File: config.mk
export PLATFORM = sky130hd
export DESIGN_NAME = call_push_seq
export DESIGN_NICKNAME = d
export VERILOG_FILES = /design/src/rtl/call_push_pkg.sv /design/src/rtl/call_push_xfer.sv /design/src/rtl/call_push_pacer.sv /design/src/rtl/call_push_seq.sv
export SDC_FILE = /design/constraint.sdc
export NUM_CORES = 1
export LEC_CHECK = 0
export BUFFER_PORTS_ARGS = -buffer_cell sky130_fd_sc_hd__buf_2
export CAP_MARGIN = 20
export CORE_MARGIN = 1.5
export CORE_UTILIZATION = 57
export DETAILED_ROUTE_END_ITERATION = 8
export PLACE_DENSITY = 0.95
export SYNTH_ARGS = -nofsm -noshare
export SYNTH_HDL_FRONTEND = slang
export SYNTH_SLANG_ARGS = --single-unit
File: constraint.sdc
create_clock -name clk -period 5.5 [get_ports clk]
set_input_delay 1.1 -clock clk [delete_from_list [all_inputs] [get_ports clk]]
set_output_delay 1.1 -clock clk [all_outputs]
set_load 0.01 [all_outputs]
File: src/rtl/call_push_pkg.sv
package call_push_pkg;

    localparam int CPS_W  = 16;
    localparam int CPS_HB = CPS_W / 2;

    typedef enum logic [1:0] {
        ST_IDLE,
        ST_XFER,
        ST_PAD,
        ST_DONE
    } cps_state_e;

    typedef struct packed {
        logic             far_call;
        logic             narrow;
        logic [CPS_W-1:0] seg;
        logic [CPS_W-1:0] off;
        logic [CPS_W-1:0] cs;
        logic [CPS_W-1:0] ip;
    } cps_req_t;

    typedef struct packed {
        logic [CPS_W-1:0] addr;
        logic [CPS_W-1:0] data;
        logic             wide;
    } cps_xfer_t;

    // Total busy cycles of one call, done cycle included, with no stalls.
    function automatic int cps_budget(input logic far_call, input logic narrow,
                                      input int far_cyc, input int near_cyc,
                                      input int extra);
        int words;
        int base;
        words = far_call ? 2 : 1;
        base  = far_call ? far_cyc : near_cyc;
        return narrow ? base + words * extra : base;
    endfunction

endpackage

File: src/rtl/call_push_xfer.sv
module call_push_xfer
    import call_push_pkg::*;
(
    input  logic [CPS_W-1:0] word_data,
    input  logic [CPS_W-1:0] sp,
    input  logic             narrow,
    input  logic             hi_phase,
    output cps_xfer_t        xfer
);
    logic             hi_sel;
    logic [CPS_W-1:0] word_addr;

    assign hi_sel    = narrow & hi_phase;
    assign word_addr = sp - CPS_W'(2);

    always_comb begin
        xfer.addr = word_addr + CPS_W'(hi_sel);
        xfer.wide = ~narrow;
        if (!narrow) begin
            xfer.data = word_data;
        end else if (hi_phase) begin
            xfer.data = {{CPS_HB{1'b0}}, word_data[CPS_W-1:CPS_HB]};
        end else begin
            xfer.data = {{CPS_HB{1'b0}}, word_data[CPS_HB-1:0]};
        end
    end
endmodule

File: src/rtl/call_push_pacer.sv
module call_push_pacer #(
    parameter int CNT_W = 8
) (
    input  logic             clk,
    input  logic             rst,
    input  logic             clear,
    input  logic             tick,
    input  logic [CNT_W-1:0] target,
    output logic             at_end
);
    logic [CNT_W-1:0] cnt;

    always_ff @(posedge clk) begin
        if (rst || clear) begin
            cnt <= '0;
        end else if (tick) begin
            cnt <= cnt + CNT_W'(1);
        end
    end

    // High in the cycle that precedes the done cycle.
    assign at_end = ({1'b0, cnt} + (CNT_W+1)'(2)) >= {1'b0, target};
endmodule

File: src/rtl/call_push_seq.sv
module call_push_seq
    import call_push_pkg::*;
#(
    parameter int FAR_CYCLES   = 28,
    parameter int NEAR_CYCLES  = 19,
    parameter int NARROW_EXTRA = 4
) (
    input  logic        clk,
    input  logic        rst,
    input  logic        start,
    input  logic        far_call,
    input  logic        narrow_bus,
    input  logic [15:0] tgt_seg,
    input  logic [15:0] tgt_off,
    input  logic [15:0] cur_cs,
    input  logic [15:0] cur_ip,
    input  logic [15:0] cur_sp,
    input  logic        mem_ready,
    output logic        mem_we,
    output logic        mem_wide,
    output logic [15:0] mem_addr,
    output logic [15:0] mem_wdata,
    output logic [15:0] sp_out,
    output logic [15:0] cs_out,
    output logic [15:0] ip_out,
    output logic        busy,
    output logic        done
);
    localparam int MAX_FAR  = FAR_CYCLES + 2 * NARROW_EXTRA;
    localparam int MAX_NEAR = NEAR_CYCLES + NARROW_EXTRA;
    localparam int MAX_CYC  = (MAX_FAR > MAX_NEAR) ? MAX_FAR : MAX_NEAR;
    localparam int CNT_W    = $clog2(MAX_CYC + 1) + 1;

    cps_state_e       state;
    cps_req_t         req;
    logic [CPS_W-1:0] sp_r, cs_r, ip_r;
    logic             word_ix;   // 0 = segment word, 1 = return-offset word
    logic             hi_phase;
    logic             accept, xfer_ok, word_end, at_end;
    logic [CNT_W-1:0] target;
    cps_xfer_t        xfer;

    assign accept   = (state == ST_IDLE) && start;
    assign xfer_ok  = (state == ST_XFER) && mem_ready;
    assign word_end = xfer_ok && (!req.narrow || hi_phase);
    assign target   = CNT_W'(cps_budget(req.far_call, req.narrow,
                                        FAR_CYCLES, NEAR_CYCLES, NARROW_EXTRA));

    call_push_xfer u_xfer (
        .word_data (word_ix ? req.ip : req.cs),
        .sp        (sp_r),
        .narrow    (req.narrow),
        .hi_phase  (hi_phase),
        .xfer      (xfer)
    );

    call_push_pacer #(.CNT_W(CNT_W)) u_pacer (
        .clk    (clk),
        .rst    (rst),
        .clear  (accept),
        .tick   (xfer_ok || (state == ST_PAD)),
        .target (target),
        .at_end (at_end)
    );

    always_ff @(posedge clk) begin
        if (rst) begin
            state    <= ST_IDLE;
            req      <= '0;
            sp_r     <= '0;
            cs_r     <= '0;
            ip_r     <= '0;
            word_ix  <= 1'b0;
            hi_phase <= 1'b0;
        end else begin
            case (state)
                ST_IDLE: begin
                    if (start) begin
                        req.far_call <= far_call;
                        req.narrow   <= narrow_bus;
                        req.seg      <= tgt_seg;
                        req.off      <= tgt_off;
                        req.cs       <= cur_cs;
                        req.ip       <= cur_ip;
                        sp_r         <= cur_sp;
                        cs_r         <= cur_cs;
                        ip_r         <= cur_ip;
                        word_ix      <= ~far_call;
                        hi_phase     <= 1'b0;
                        state        <= ST_XFER;
                    end
                end
                ST_XFER: begin
                    if (xfer_ok && !word_end) begin
                        hi_phase <= 1'b1;
                    end
                    if (word_end) begin
                        hi_phase <= 1'b0;
                        sp_r     <= sp_r - CPS_W'(2);
                        if (!word_ix) begin
                            cs_r    <= req.seg;
                            word_ix <= 1'b1;
                        end else begin
                            ip_r  <= req.off;
                            state <= at_end ? ST_DONE : ST_PAD;
                        end
                    end
                end
                ST_PAD: begin
                    if (at_end) begin
                        state <= ST_DONE;
                    end
                end
                default: begin
                    state <= ST_IDLE;
                end
            endcase
        end
    end

    assign mem_we    = (state == ST_XFER);
    assign mem_wide  = xfer.wide;
    assign mem_addr  = xfer.addr;
    assign mem_wdata = xfer.data;
    assign sp_out    = sp_r;
    assign cs_out    = cs_r;
    assign ip_out    = ip_r;
    assign busy      = (state != ST_IDLE);
    assign done      = (state == ST_DONE);
endmodule

== Word level (Yosys, flattened, before mapping) ==
Cells that the tools add are included.
Storage, ports and cells
  bits in registers: 125
  input bits: 86
  word-level logic and storage cells: 79
Cells by class
  add/sub/neg operators: 5
  order comparisons: 1
  equality and inequality tests: 9
  mux-type cells: 30
  bitwise gates (word level): 3
  reductions and logical operators: 18
Operator list (count)
  16-bit 2-to-1 mux: 10
  16-bit case mux with 2 select lines: 3
  16-bit by 1-bit adder with 16-bit output: 1
  16-bit by 2-bit subtractor with 16-bit output, second input constant: 1
  4-bit AND reduction: 3
  2-bit 2-to-1 mux: 5
  7-bit by 2-bit adder with 8-bit output, second input constant: 1
  8-bit by 6-bit >= comparator with 1-bit output: 1
  8-bit 2-to-1 mux: 1
  7-bit by 1-bit adder with 7-bit output, second input constant: 1
  5-bit by 4-bit adder with 6-bit output: 1
  1-bit 2-to-1 mux: 6
  6-bit 2-to-1 mux: 1
  2-bit inequality test, second input constant: 3
  2-bit case mux with 3 select lines: 1
  3-bit AND reduction: 2
  2-bit equality test, second input constant: 2
  1-bit logical AND: 4
  4-bit 2-to-1 mux: 1
  2-bit by 1-bit inequality test with 1-bit output, second input constant: 2
  1-bit case mux with 2 select lines: 2
  2-bit nonzero test: 2
  1-bit logical OR: 3
  3-bit by 1-bit inequality test with 1-bit output, second input constant: 1
  6 further kinds: 8

== Depth between registers and ports, before layout ==
Gate-level depths: netlist of the first run.
  depth after elaboration: 8
  gate-level depth with buffers: 10
  mapped depth without buffers: 9

== Modules after synthesis ==
A second synthesis of the first run with hierarchy kept.
Second synthesis, totals
  cell total of the unflattened synthesis: 765
  area, all modules: 6386.1 um^2
By module, submodules not included
  call_push_seq: times used 1, cells an instance 637, area an instance 5400.2 um^2, sequential area each 2362.3 um^2
  call_push_pacer: times used 1, cells an instance 65, area an instance 531.8 um^2, sequential area each 140.1 um^2
  call_push_xfer: times used 1, cells an instance 63, area an instance 454.2 um^2, sequential area each 0.0 um^2

== Worst setup path after synthesis of the first run ==
No wires, ideal clock.
  kind: reg2out
  from: reg sp_r[1] (netlist: sp_out[1])
  to: out mem_addr[14]
  arrival: 2.367 ns
  setup slack: 2.033 ns
  cell stages (with the launch flop): 11
  path buffers: 2
  path through: dfxtp_1 -> inv_1 -> ha_1 -> or4b_4 -> buf_6 -> or3_1 -> buf_6 -> and3_4 -> o211ai_2 -> nor2_1 -> xnor2_1
Between the ends
  longest elaborated chain between the ends: 2
RTL lines
  start, declared: line call_push_seq.sv:36  | logic [CPS_W-1:0] sp_r, cs_r, ip_r;
  start signal, assigned: line call_push_seq.sv:85  | sp_r <= cur_sp;
  start signal, assigned: line call_push_seq.sv:99  | sp_r <= sp_r - CPS_W'(2);
  16-bit by 2-bit subtractor with 16-bit output: line call_push_xfer.sv:14  | assign word_addr = sp - CPS_W'(2);
  16-bit by 1-bit adder with 16-bit output: line call_push_xfer.sv:17  | xfer.addr = word_addr + CPS_W'(hi_sel);
  end, declared: line call_push_seq.sv:21  | output logic [15:0] mem_addr,
Every way passes these cells.

== Worst setup path after layout of the first run ==
  from: reg sp_r[1] (netlist: sp_out[1])
  to: out mem_addr[15]
The elaborated chain is that of the path after synthesis.

==> results of run 1 <==
## cells by family (layout without fill, tap and decap cells)
| logic type | after synthesis | in the layout | share of synthesized area |
|---|---|---|---|
| AOI/OAI and AO/OA | 170 | 170 | 0.1606 |
| DFF | 125 | 125 | 0.3980 |
| and+or+nand+nor | 307 | 307 | 0.2117 |
| adders and majority gates | 17 | 17 | 0.03383 |
| buffers and inverters | 74 | 222 | 0.04796 |
| xor gates and xnor gates | 33 | 33 | 0.04716 |
| muxes | 53 | 53 | 0.1007 |
## final cells by class
| type | count | area [um^2] |
|---|---|---|
| timing repair buffer | 176 | 900.9 |
| multi-input combinational | 580 | 3506 |
| fill | 792 | 3053 |
| tap | 140 | 175.2 |
| inverter | 14 | 52.55 |
| clock buffer | 18 | 417.9 |
| clock inverter | 14 | 185.2 |
| sequential | 125 | 2502 |
## registers in the layout (all words and copies together) (netlist names)
signal / count
ip_out: 16
req: 66
state: 2
word_ix: 1
sp_out: 16
cs_out: 16
hi_phase: 1
u_pacer.cnt: 7
## worst min-delay path by stage
| stage | from | to | slack [ns] |
|---|---|---|---|
| 2_1_floorplan | req[0]$_SDFFE_PP0P_ | req[0]$_SDFFE_PP0P_ | 0.43 |
| 3_3_place_gp | req[57]$_SDFFE_PP0P_ | req[57]$_SDFFE_PP0P_ | 0.44 |
| 3_5_place_dp | req[33]$_SDFFE_PP0P_ | req[33]$_SDFFE_PP0P_ | 0.45 |
| 4_1_cts | req[61]$_SDFFE_PP0P_ | req[61]$_SDFFE_PP0P_ | 0.45 |
| 5_1_grt | req[33]$_SDFFE_PP0P_ | req[33]$_SDFFE_PP0P_ | 0.47 |
| 6_report | req[61]$_SDFFE_PP0P_ | req[61]$_SDFFE_PP0P_ | 0.45 |
## placed cells by master (no fill, tap or decap), types with 3 or more instances in the layout
cell type  Yosys  routed
buf_2          1     168
nor2_1        72      72
o211ai_1       5       5
or3_1          3       3
nor3_1         9       7
nand2_1      174     173
ha_1          17      16
nand2b_1      11      11
mux2i_1       43      43
or4_1          3       3
buf_4          0       8
dfxtp_1      125     125
bufinv_16      0       3
mux4_2         8       8
o21ai_0       16      16
nor3_2         3       5
a22oi_1        4       4
a211oi_1      34      34
a21oi_1       93      93
xor2_1        10      10
nor2b_1        5       5
nand3_1        4       4
a31oi_1        4       4
nor4_1         7       6
nand4_1        3       3
o31ai_1        3       3
clkbuf_16      0      16
xnor2_1       22      22
inv_1         14      14
clkinv_4       0       4
## report_power, final
part           internal [W]  leakage [nW]  switching [W]  total (W)
Clock              0.000701         0.290       0.000433    0.00113
Combinational      0.000895          1.99        0.00132    0.00222
Sequential          0.00115          1.03       0.000265    0.00141
Total               0.00274          3.31        0.00202    0.00476
## worst register-to-register path: cells and delay by family, from the launching register on
| kind | cells | cell delay [ns] |
|---|---|---|
| compound gates | 2 | 0.52 |
| fa+ha+maj | 1 | 0.18 |
| buf+inv | 3 | 1.08 |
| flops | 1 | 0.33 |
| simple gates | 2 | 0.49 |
## stage by stage
stage	setup slack [ns]	hold slack (ns)	std cells	total power [W]	util
CTS	1.067	0.4543	1067	0.004729	0.7171
global placement	1.758	0.4414	1035	0.003511	0.6613
global route	0.8389	0.4725	1067	0.005044	0.7171
finish	0.9809	0.4539	1067	0.004762	0.7171
floorplan	2.033	0.4331	779	0.002951	-
detailed placement	1.603	0.4461	1035	0.003576	0.6613
## per-layer routing
layer / routed length, um / part of all wire
met1: 7139 / 0.40
met2: 8148 / 0.46
met3: 1593 / 0.090
met4: 795 / 0.045
met5: 10 / 0.00057
==> run_results.csv, run 1 <==
group,metric,value,unit
timing,period_needed,4.519,ns
route,vias,6230,
grt,grt.total_usage,0.3031,
grt,antenna_found_initial,1,
clock_network,cts.sinks,125,
grt,grt.busiest_layer,"met2",
grt,grt_pass1_vias,5803,
logic_synthesis,synthFlopType,"dfxtp_1",
critical_path,rrSetupSlack,2.77,ns
timing,slew_violations,0,
run,maxCapViolCount,0,
timing,timing.final.crit_share,0.8217,
timing,fmax,221.3,MHz
critical_path,cp.arrival,3.42,ns
critical_path,ff2ff_path_depth,8,
timing,tns,0,ns
logic_synthesis,synth_largest_area_cell,"dfxtp_1",
placed_design,dpl.hpwl,11730,um
grt,use_met2,0.4774,
clock_network,cts-root-buf,"clkbuf_8",
logic_synthesis,syn-num-nets,882,
floorplan,die_h,108.0,um
clock_network,cts_tree,"done",
timing,rsz0062_at_grt,"false",
logic_synthesis,ys_top_cells_by_count,"nand2_1, dfxtp_1, a21oi_1, nor2_1, clkbuf_1",
route,antenna_left,0,
critical_path,cp_max_fo,11,
timing,finClkSkew,0.009258,ns
clock_network,post_cts_buffers,0,
logic_synthesis,synth.distinct_cells,51,
timing,hold_viol,0,
critical_path,cp.buffers_inverters,2,
route,vias_per_cell,5.839,
logic_synthesis,netlist_top_cells_area,"dfxtp_1, nand2_1, a21oi_1",
timing,worst_pin_slew,0.9188,ns
logic_synthesis,synthArstFlopShare,0,
floorplan,die_w,108.0,um
route,drt_iter0_drc,639,
floorplan,num_rows,38,
critical_path,cp-startpoint,"sp_out[1]$_SDFFE_PP0P_",
logic_synthesis,yosysMostFrequentCell,"nand2_1",
grt,grt_pass1_wl,27740,um
critical_path,crit_end,"mem_addr[15]",
clock_network,clkSlewWorstSetupHoldPaths,0.06,ns
grt,grt_overflow,0,
route,drtPass1Iterations,6,
critical_path,critical-path-max-stage-delay,0.58,ns
clock_network,insertion_delay,0.52,ns
critical_path,startpoint_type,"register",
layout,drive_above_1_share,0.2513,
clock_network,cts_resized,0,
power_and_ir_drop,p_leak,3.306,nW
outcome,status,"finished, final reports clean",
layout,finalNetCount,1017,
placed_design,port_buffers,169,
floorplan,core_area,10790,um^2
grt,met3_usage,0.08740,
critical_path,rr_startpoint,"state[1]$_SDFFE_PP0P_",
critical_path,path_depth,9,
route,wl_per_cell,16.58,um
layout,postLayoutCellArea,7740,um^2
critical_path,worstPathRequired,4.40,ns
floorplan,start_util,0.5825,
floorplan,dieArea,11670,um^2
logic_synthesis,synth_cells,779,
logic_synthesis,synth_edf_count,0,
min_path,hold_class,"register to register",
clock_network,h-tree-depth,4,
logic_synthesis,yosysWarnings,0,
logic_synthesis,synth_area,6287,um^2
route,drt_wl_total,17690,um
placed_design,place_area,7137,um^2
logic_synthesis,yosysSeqAreaShare,0.3980,
power_and_ir_drop,p_per_area,615.3,nW/um^2
clock_network,ctsHoldBuffers,0,
floorplan,ios,170,
logic_synthesis,synth_top_area_share,0.3980,
timing,setup_viol,0,
logic_synthesis,avgSynthCellArea,8.071,um^2
critical_path,critPathTopFamily,"simple AND/OR/NAND/NOR gates",
timing,slew-limit-headroom,0.3866,
layout,area_delta_synth_final,23.10,%
placed_design,gp_congestion,0.8863,
critical_path,crit_type,"register to output port",
logic_synthesis,ys_ff_latch,125,
critical_path,critPathCaptureType,"output port",
clock_network,cts_buffers,17,
power_and_ir_drop,peakVddDrop,0.3269,mV
route,post-route-drc-count,0,
min_path,min_delay_path_depth,2,
critical_path,crit_path_top_delay_cell,"or4b_4",
critical_path,crit_chain,"inv_1 -> ha_1 -> or4b_4 -> or3_1 -> and3_4 -> o211ai_2 -> nor3_2 -> xnor2_1 -> buf_2",
clock_network,cts_buffer_depth,2,
grt,grt_max_degree,77,
layout,num_antenna_cells,0,
grt,grt_use_met1,0.3769,
critical_path,worstReg2RegEnd,"sp_out[1]$_SDFFE_PP0P_",
(Power assumes the default switching activity.)
==> run 2, diff against run 1 <==
--- a/config.mk
+++ b/config.mk
@@ -8,9 +8,9 @@
 export BUFFER_PORTS_ARGS = -buffer_cell sky130_fd_sc_hd__buf_2
 export CAP_MARGIN = 20
 export CORE_MARGIN = 1.5
-export CORE_UTILIZATION = 57
+export CORE_UTILIZATION = 53
 export DETAILED_ROUTE_END_ITERATION = 8
-export PLACE_DENSITY = 0.95
+export PLACE_DENSITY = 0.9
 export SYNTH_ARGS = -nofsm -noshare
 export SYNTH_HDL_FRONTEND = slang
 export SYNTH_SLANG_ARGS = --single-unit
==> constraint.sdc (replaced) <==
create_clock -name clk -period 4.3 [get_ports clk]
set_input_delay 0.86 -clock clk [delete_from_list [all_inputs] [get_ports clk]]
set_output_delay 0.86 -clock clk [all_outputs]
set_load 0.01 [all_outputs]
==> run 2 against run 1 <==
- the flow now finishes with violations (DRC)
- critical endpoint is now mem_addr[14]
- via count fell by 2.4%
- combinational power rose by 27%
- largest power group unchanged
- clock power rose by 23%
- register-to-register slack got worse by 1.2 ns
==> run_results.csv, run 2 (synthesized netlist as in run 1, its figures left out) <==
group,metric,value,unit
clock_network,cts_buffer_depth,2,
clock_network,post_cts_buffers,0,
grt,grt.total_usage,0.2753,
timing,worst_pin_slew,0.9527,ns
power_and_ir_drop,p_per_area,778.2,nW/um^2
power_and_ir_drop,p_leak,3.294,nW
timing,fmax,246.2,MHz
layout,largest_reg_flops,66,
timing,tns,0,ns
floorplan,ios,170,
outcome,violations,"DRC",
timing,setup_slack,0.2385,ns
clock_network,clkSlewWorstSetupHoldPaths,0.06,ns
timing,slew-limit-headroom,0.3648,
floorplan,die_w,111.9,um
critical_path,crit_path_top_delay_cell,"or4b_4",
critical_path,startpoint_type,"register",
timing,timing.final.crit_share,0.9445,
clock_network,ctsHoldBuffers,0,
grt,grt_overflow,0,
route,post-route-drc-count,5,
grt,antenna_found_initial,2,
floorplan,core_area,11520,um^2
critical_path,worstPathRequired,3.44,ns
grt,grt_pass1_wl,27570,um
critical_path,crit_type,"register to output port",
clock_network,cts_buffers,17,
placed_design,port_buffers,169,
timing,rsz0062_at_grt,"false",
route,wl_per_cell,16.13,um
floorplan,die_h,111.9,um
clock_network,h-tree-depth,4,
layout,mostFrequentLayoutCells,"nand2_1, buf_2, dfxtp_1, a21oi_1, nor2_1",
outcome,status,"complete, but fails checks",
timing,slew_violations,0,
timing,hold_viol,0,
floorplan,dieArea,12530,um^2
clock_network,cts_resized,0,
layout,largest-register,"req",
clock_network,cts-root-buf,"clkbuf_16",
placed_design,dpl.hpwl,11880,um
floorplan,start_util,0.5460,
critical_path,critical-path-max-stage-delay,0.56,ns
min_path,hold_class,"register to register",
route,drt_iter0_drc,409,
layout,layout_commonest_cell,"nand2_1",
floorplan,num_rows,39,
timing,finClkSkew,0.008300,ns
power_and_ir_drop,peakVddDrop,0.3815,mV
critical_path,cp_max_fo,11,
route,drt_wl_total,17300,um
grt,grt_pass1_vias,5700,
run,maxCapViolCount,0,
clock_network,cts.sinks,125,
placed_design,gp_congestion,0.8953,
critical_path,cp.arrival,3.20,ns
clock_network,insertion_delay,0.41,ns
route,vias,6078,
placed_design,preCtsSetupSlack,0.6854,ns
route,vias_per_cell,5.664,
critical_path,critPathCaptureType,"output port",
grt,grt_max_degree,89,
clock_network,cts_tree,"done",
layout,finalNetCount,1019,
critical_path,crit_chain,"inv_1 -> ha_1 -> or4b_4 -> or3_1 -> and3_4 -> o211ai_2 -> nor2_1 -> xnor2_1 -> buf_2",
timing,setup_viol,0,
route,drtPass1Iterations,7,
layout,drive_above_1_share,0.2511,
layout,area_delta_synth_final,23.06,%
timing,period_needed,4.062,ns
route,antenna_left,0,
-- run 2: cell count changes in the layout (fill, tap and decap cells not counted), moves of 2 or more --
cell / before / now
clkinvlp_4: 2 / 5
buf_4: 8 / 10
clkinv_4: 4 / 1
diode_2: 0 / 2
inv_6: 2 / 0
inv_8: 2 / 0
-- run 2: final timing paths --
check / startpoint / end / slack, ns / cells after the start
setup / recovery: sp_out[1]$_SDFFE_PP0P_ / mem_addr[14] / 0.24 / 9
hold / removal: req[54]$_SDFFE_PP0P_ / req[54]$_SDFFE_PP0P_ / 0.45 / 2
setup reg to reg: state[1]$_SDFFE_PP0P_ / ip_out[10]$_SDFFE_PP0P_ / 1.53 / 8
hold reg to reg: req[54]$_SDFFE_PP0P_ / req[54]$_SDFFE_PP0P_ / 0.45 / 2
-- run 2: area by class of cell --
cell class / count / area, um^2
diodes: 2 / 5.005
clock buffers: 21 / 460.4
clock inverters: 10 / 116.4
fillers: 961 / 3779
inverters: 14 / 52.55
multi-input cells: 580 / 3506
flip-flops and latches: 125 / 2502
well taps: 143 / 178.9
repair buffers: 178 / 915.9
-- run 2: stage by stage --
step | hold WS (ns) | cells | total power, W | area [um^2] | utilization
floorplan | 0.4331 | 779 | 0.003774 | 6287 | -
finish | 0.4518 | 1073 | 0.006022 | 7737 | 0.6719
CTS | 0.4538 | 1071 | 0.006013 | 7732 | 0.6714
global route | 0.4721 | 1073 | 0.006427 | 7737 | 0.6719
detailed placement | 0.4461 | 1040 | 0.004612 | 7156 | 0.6214
global placement | 0.4415 | 1040 | 0.004546 | 7156 | 0.6214
-- run 2: routing by layer --
| layer | part of all wire | up-vias | wire (um) | global-route usage |
|---|---|---|---|---|
| met1 | 0.43 | 2856 | 7370 | 0.3383 |
| li1 | - | 2947 | - | - |
| met4 | 0.040 | 0 | 697 | 0.1359 |
| met2 | 0.47 | 223 | 8178 | 0.4453 |
| met3 | 0.061 | 52 | 1057 | 0.07784 |
| met5 | 0 | - | 0 | 0 |
-- run 2: report_power, final --
group	internal (W)	switching, W	leakage, nW
logic	0.00116	0.00168	2.00
registers	0.00147	0.000323	1.03
clock network	0.000878	0.000516	0.267
total	0.00350	0.00252	3.29
-- run 2: worst max-delay path: cells and delay by family (launching register included) --
kind            cells  cell delay, ns
compound gates      1            0.19
xor+xnor            1            0.16
fa+ha+maj           1            0.42
buf+inv             2            0.30
flops               1            0.34
simple gates        4            1.36
==> run 3, diff against run 2 <==
==> constraint.sdc (replaced) <==
create_clock -name clk -period 4.3 [get_ports clk]
set_input_delay 0 -clock clk [delete_from_list [all_inputs] [get_ports clk]]
set_output_delay 0 -clock clk [all_outputs]
set_load 0.01 [all_outputs]
==> run 3 against run 2 <==
- the run still ends with DRC left
- sequential share of layout area is 3.1 points lower
- non-clock buffer count grew 78
- clock power grew 10%
- hold slack got worse by 0.43 ns
- setup slack improved by 0.63 ns
- via count increased by 12%
- first-iteration DRC count up 110%
- clock skew rose by 0.0016 ns
- critical path depth is the same
- count of clock-buffer cells in the layout shrank 3
- wire length rose by 23%
- global-route usage rose by 6.7 points
- largest cell class unchanged
- largest power group unchanged
==> run_results.csv, run 3 (synthesized netlist as in run 1, its figures left out) <==
group,metric,value,unit
outcome,status,"complete, but fails checks",
outcome,violations,"DRC",
floorplan,core_area,11520,um^2
critical_path,critical-path-max-stage-delay,0.68,ns
layout,drive_above_1_share,0.2324,
critical_path,crit_end,"cs_out[3]$_SDFFE_PP0P_",
clock_network,cts_buffer_depth,2,
timing,timing.final.crit_share,0.7987,
critical_path,rrSetupSlack,0.87,ns
critical_path,worstReg2RegEnd,"cs_out[3]$_SDFFE_PP0P_",
timing,slew_violations,0,
critical_path,crit_chain,"inv_1 -> ha_2 -> inv_1 -> nor2_1 -> a21oi_1 -> nor3_2 -> buf_4 -> nor2_1 -> a211oi_1",
clock_network,clkSlewWorstSetupHoldPaths,0.06,ns
critical_path,cp.buffers_inverters,3,
timing,finClkSkew,0.009886,ns
critical_path,cp.arrival,3.71,ns
critical_path,critPathCaptureType,"register",
run,maxCapViolCount,0,
critical_path,ff2ff_path_depth,9,
power_and_ir_drop,p_leak,3.653,nW
critical_path,worstPathRequired,4.57,ns
clock_network,cts_resized,0,
timing,rsz0062_at_grt,"false",
timing,fmax,291.2,MHz
grt,grt.total_usage,0.3423,
min_path,hold_class,"input port to register",
clock_network,cts-root-buf,"clkbuf_16",
floorplan,ios,170,
route,wl_per_cell,18.51,um
clock_network,h-tree-depth,4,
floorplan,dieArea,12530,um^2
route,drt_iter0_drc,842,
critical_path,cp-startpoint,"state[1]$_SDFFE_PP0P_",
timing,setup_viol,0,
critical_path,path_depth,9,
route,drt_wl_total,21300,um
critical_path,crit_path_top_delay_cell,"ha_2",
layout,largest-register,"req",
power_and_ir_drop,peakVddDrop,0.3791,mV
critical_path,rr_startpoint,"state[1]$_SDFFE_PP0P_",
placed_design,gp_congestion,0.9156,
layout,layout_commonest_cell,"nand2_1",
floorplan,num_rows,39,
timing,worst_hold_slack,0.01959,ns
layout,finalNetCount,1097,
timing,worst_pin_slew,0.9453,ns
route,antenna_left,0,
layout,largest_reg_flops,66,
layout,area_delta_synth_final,36.34,%
layout,nFillCells,752,
floorplan,die_h,111.9,um
clock_network,cts_tree,"done",
timing,slew-limit-headroom,0.3689,
critical_path,startpoint_type,"register",
layout,postLayoutCellArea,8572,um^2
grt,grt_overflow,0,
power_and_ir_drop,p_per_area,741.4,nW/um^2
min_path,min_delay_path_depth,4,
route,vias_per_cell,5.921,
layout,mostFrequentLayoutCells,"nand2_1, buf_2, dfxtp_1, a21oi_1, dlygate4sd3_1",
timing,hold_viol,0,
clock_network,cts_buffers,17,
grt,antenna_found_initial,1,
critical_path,critPathTopFamily,"buffers and inverters",
clock_network,insertion_delay,0.42,ns
grt,grt_pass1_wl,33680,um
route,vias,6815,
route,post-route-drc-count,5,
timing,tns,0,ns
route,drtPass1Iterations,8,
grt,grt_max_degree,70,
placed_design,dpl.hpwl,11820,um
timing,period_needed,3.434,ns
placed_design,place_area,7141,um^2
floorplan,die_w,111.9,um
critical_path,cp_max_fo,32,
placed_design,port_buffers,169,
critical_path,crit_type,"register to register",
grt,grt_pass1_vias,6639,
floorplan,start_util,0.5460,
clock_network,cts.sinks,125,
-- run 3: how the worst min path moves through the flow --
stage,startpoint,end
3_3_place_gp,far_call,word_ix$_SDFFE_PP0P_
3_5_place_dp,far_call,word_ix$_SDFFE_PP0P_
6_report,cur_sp[11],sp_out[11]$_SDFFE_PP0P_
4_1_cts,cur_sp[11],sp_out[11]$_SDFFE_PP0P_
5_1_grt,cur_sp[3],sp_out[3]$_SDFFE_PP0P_
2_1_floorplan,far_call,word_ix$_SDFFE_PP0P_
-- run 3: per-stage QoR --
step / power (W) / utilization / setup slack, ns / std cells
after floorplan: 0.003774 / - / 1.933 / 779
after global placement: 0.004488 / 0.6201 / 1.527 / 1038
after detailed placement: 0.004570 / 0.6201 / 1.412 / 1038
after CTS: 0.006175 / 0.7441 / 1.109 / 1150
after global routing: 0.006681 / 0.7444 / 0.7850 / 1151
final: 0.006355 / 0.7444 / 0.8658 / 1151
-- run 3: power breakdown --
part,switching (W),internal [W]
logic,0.00180,0.00119
registers,0.000361,0.00147
clock network,0.000550,0.000985
-- run 3: metal layers --
| layer | up-vias | track usage | routed length, um |
|---|---|---|---|
| met4 | 0 | 0.2231 | 1413 |
| met2 | 463 | 0.5741 | 10270 |
| li1 | 3113 | - | - |
| met3 | 132 | 0.08492 | 1865 |
| met1 | 3107 | 0.3894 | 7749 |
| met5 | - | 0 | 0 |
-- run 3: area by class of cell --
cell class | instances | area (um^2) | share of cell area
multi-input combinational | 580 | 3506 | 0.4090
sequential | 125 | 2502 | 0.2919
timing repair buffer | 256 | 1702 | 0.1985
clock buffer | 18 | 439.2 | 0.05123
clock inverter | 14 | 188.9 | 0.02204
tap | 143 | 178.9 | 0.02087
inverter | 14 | 52.55 | 0.006130
antenna | 1 | 2.502 | 0.0002919
-- run 3: what timing repair did --
item | in CTS | in global routing
hold buffers | 80 | 0
setup buffers | 0 | 0
endpoints found under the hold margin | 108 | 0
-- run 3: worst reg2reg max path: cells and delay by family (launching register included) --
family                   cells  cell delay [ns]
AO/OA/AOI/OAI                2             0.52
buffers and inverters        3             1.05
adder cells (fa/ha/maj)      1             0.68
flip-flops                   1             0.36
AND/OR/NAND/NOR              3             0.69
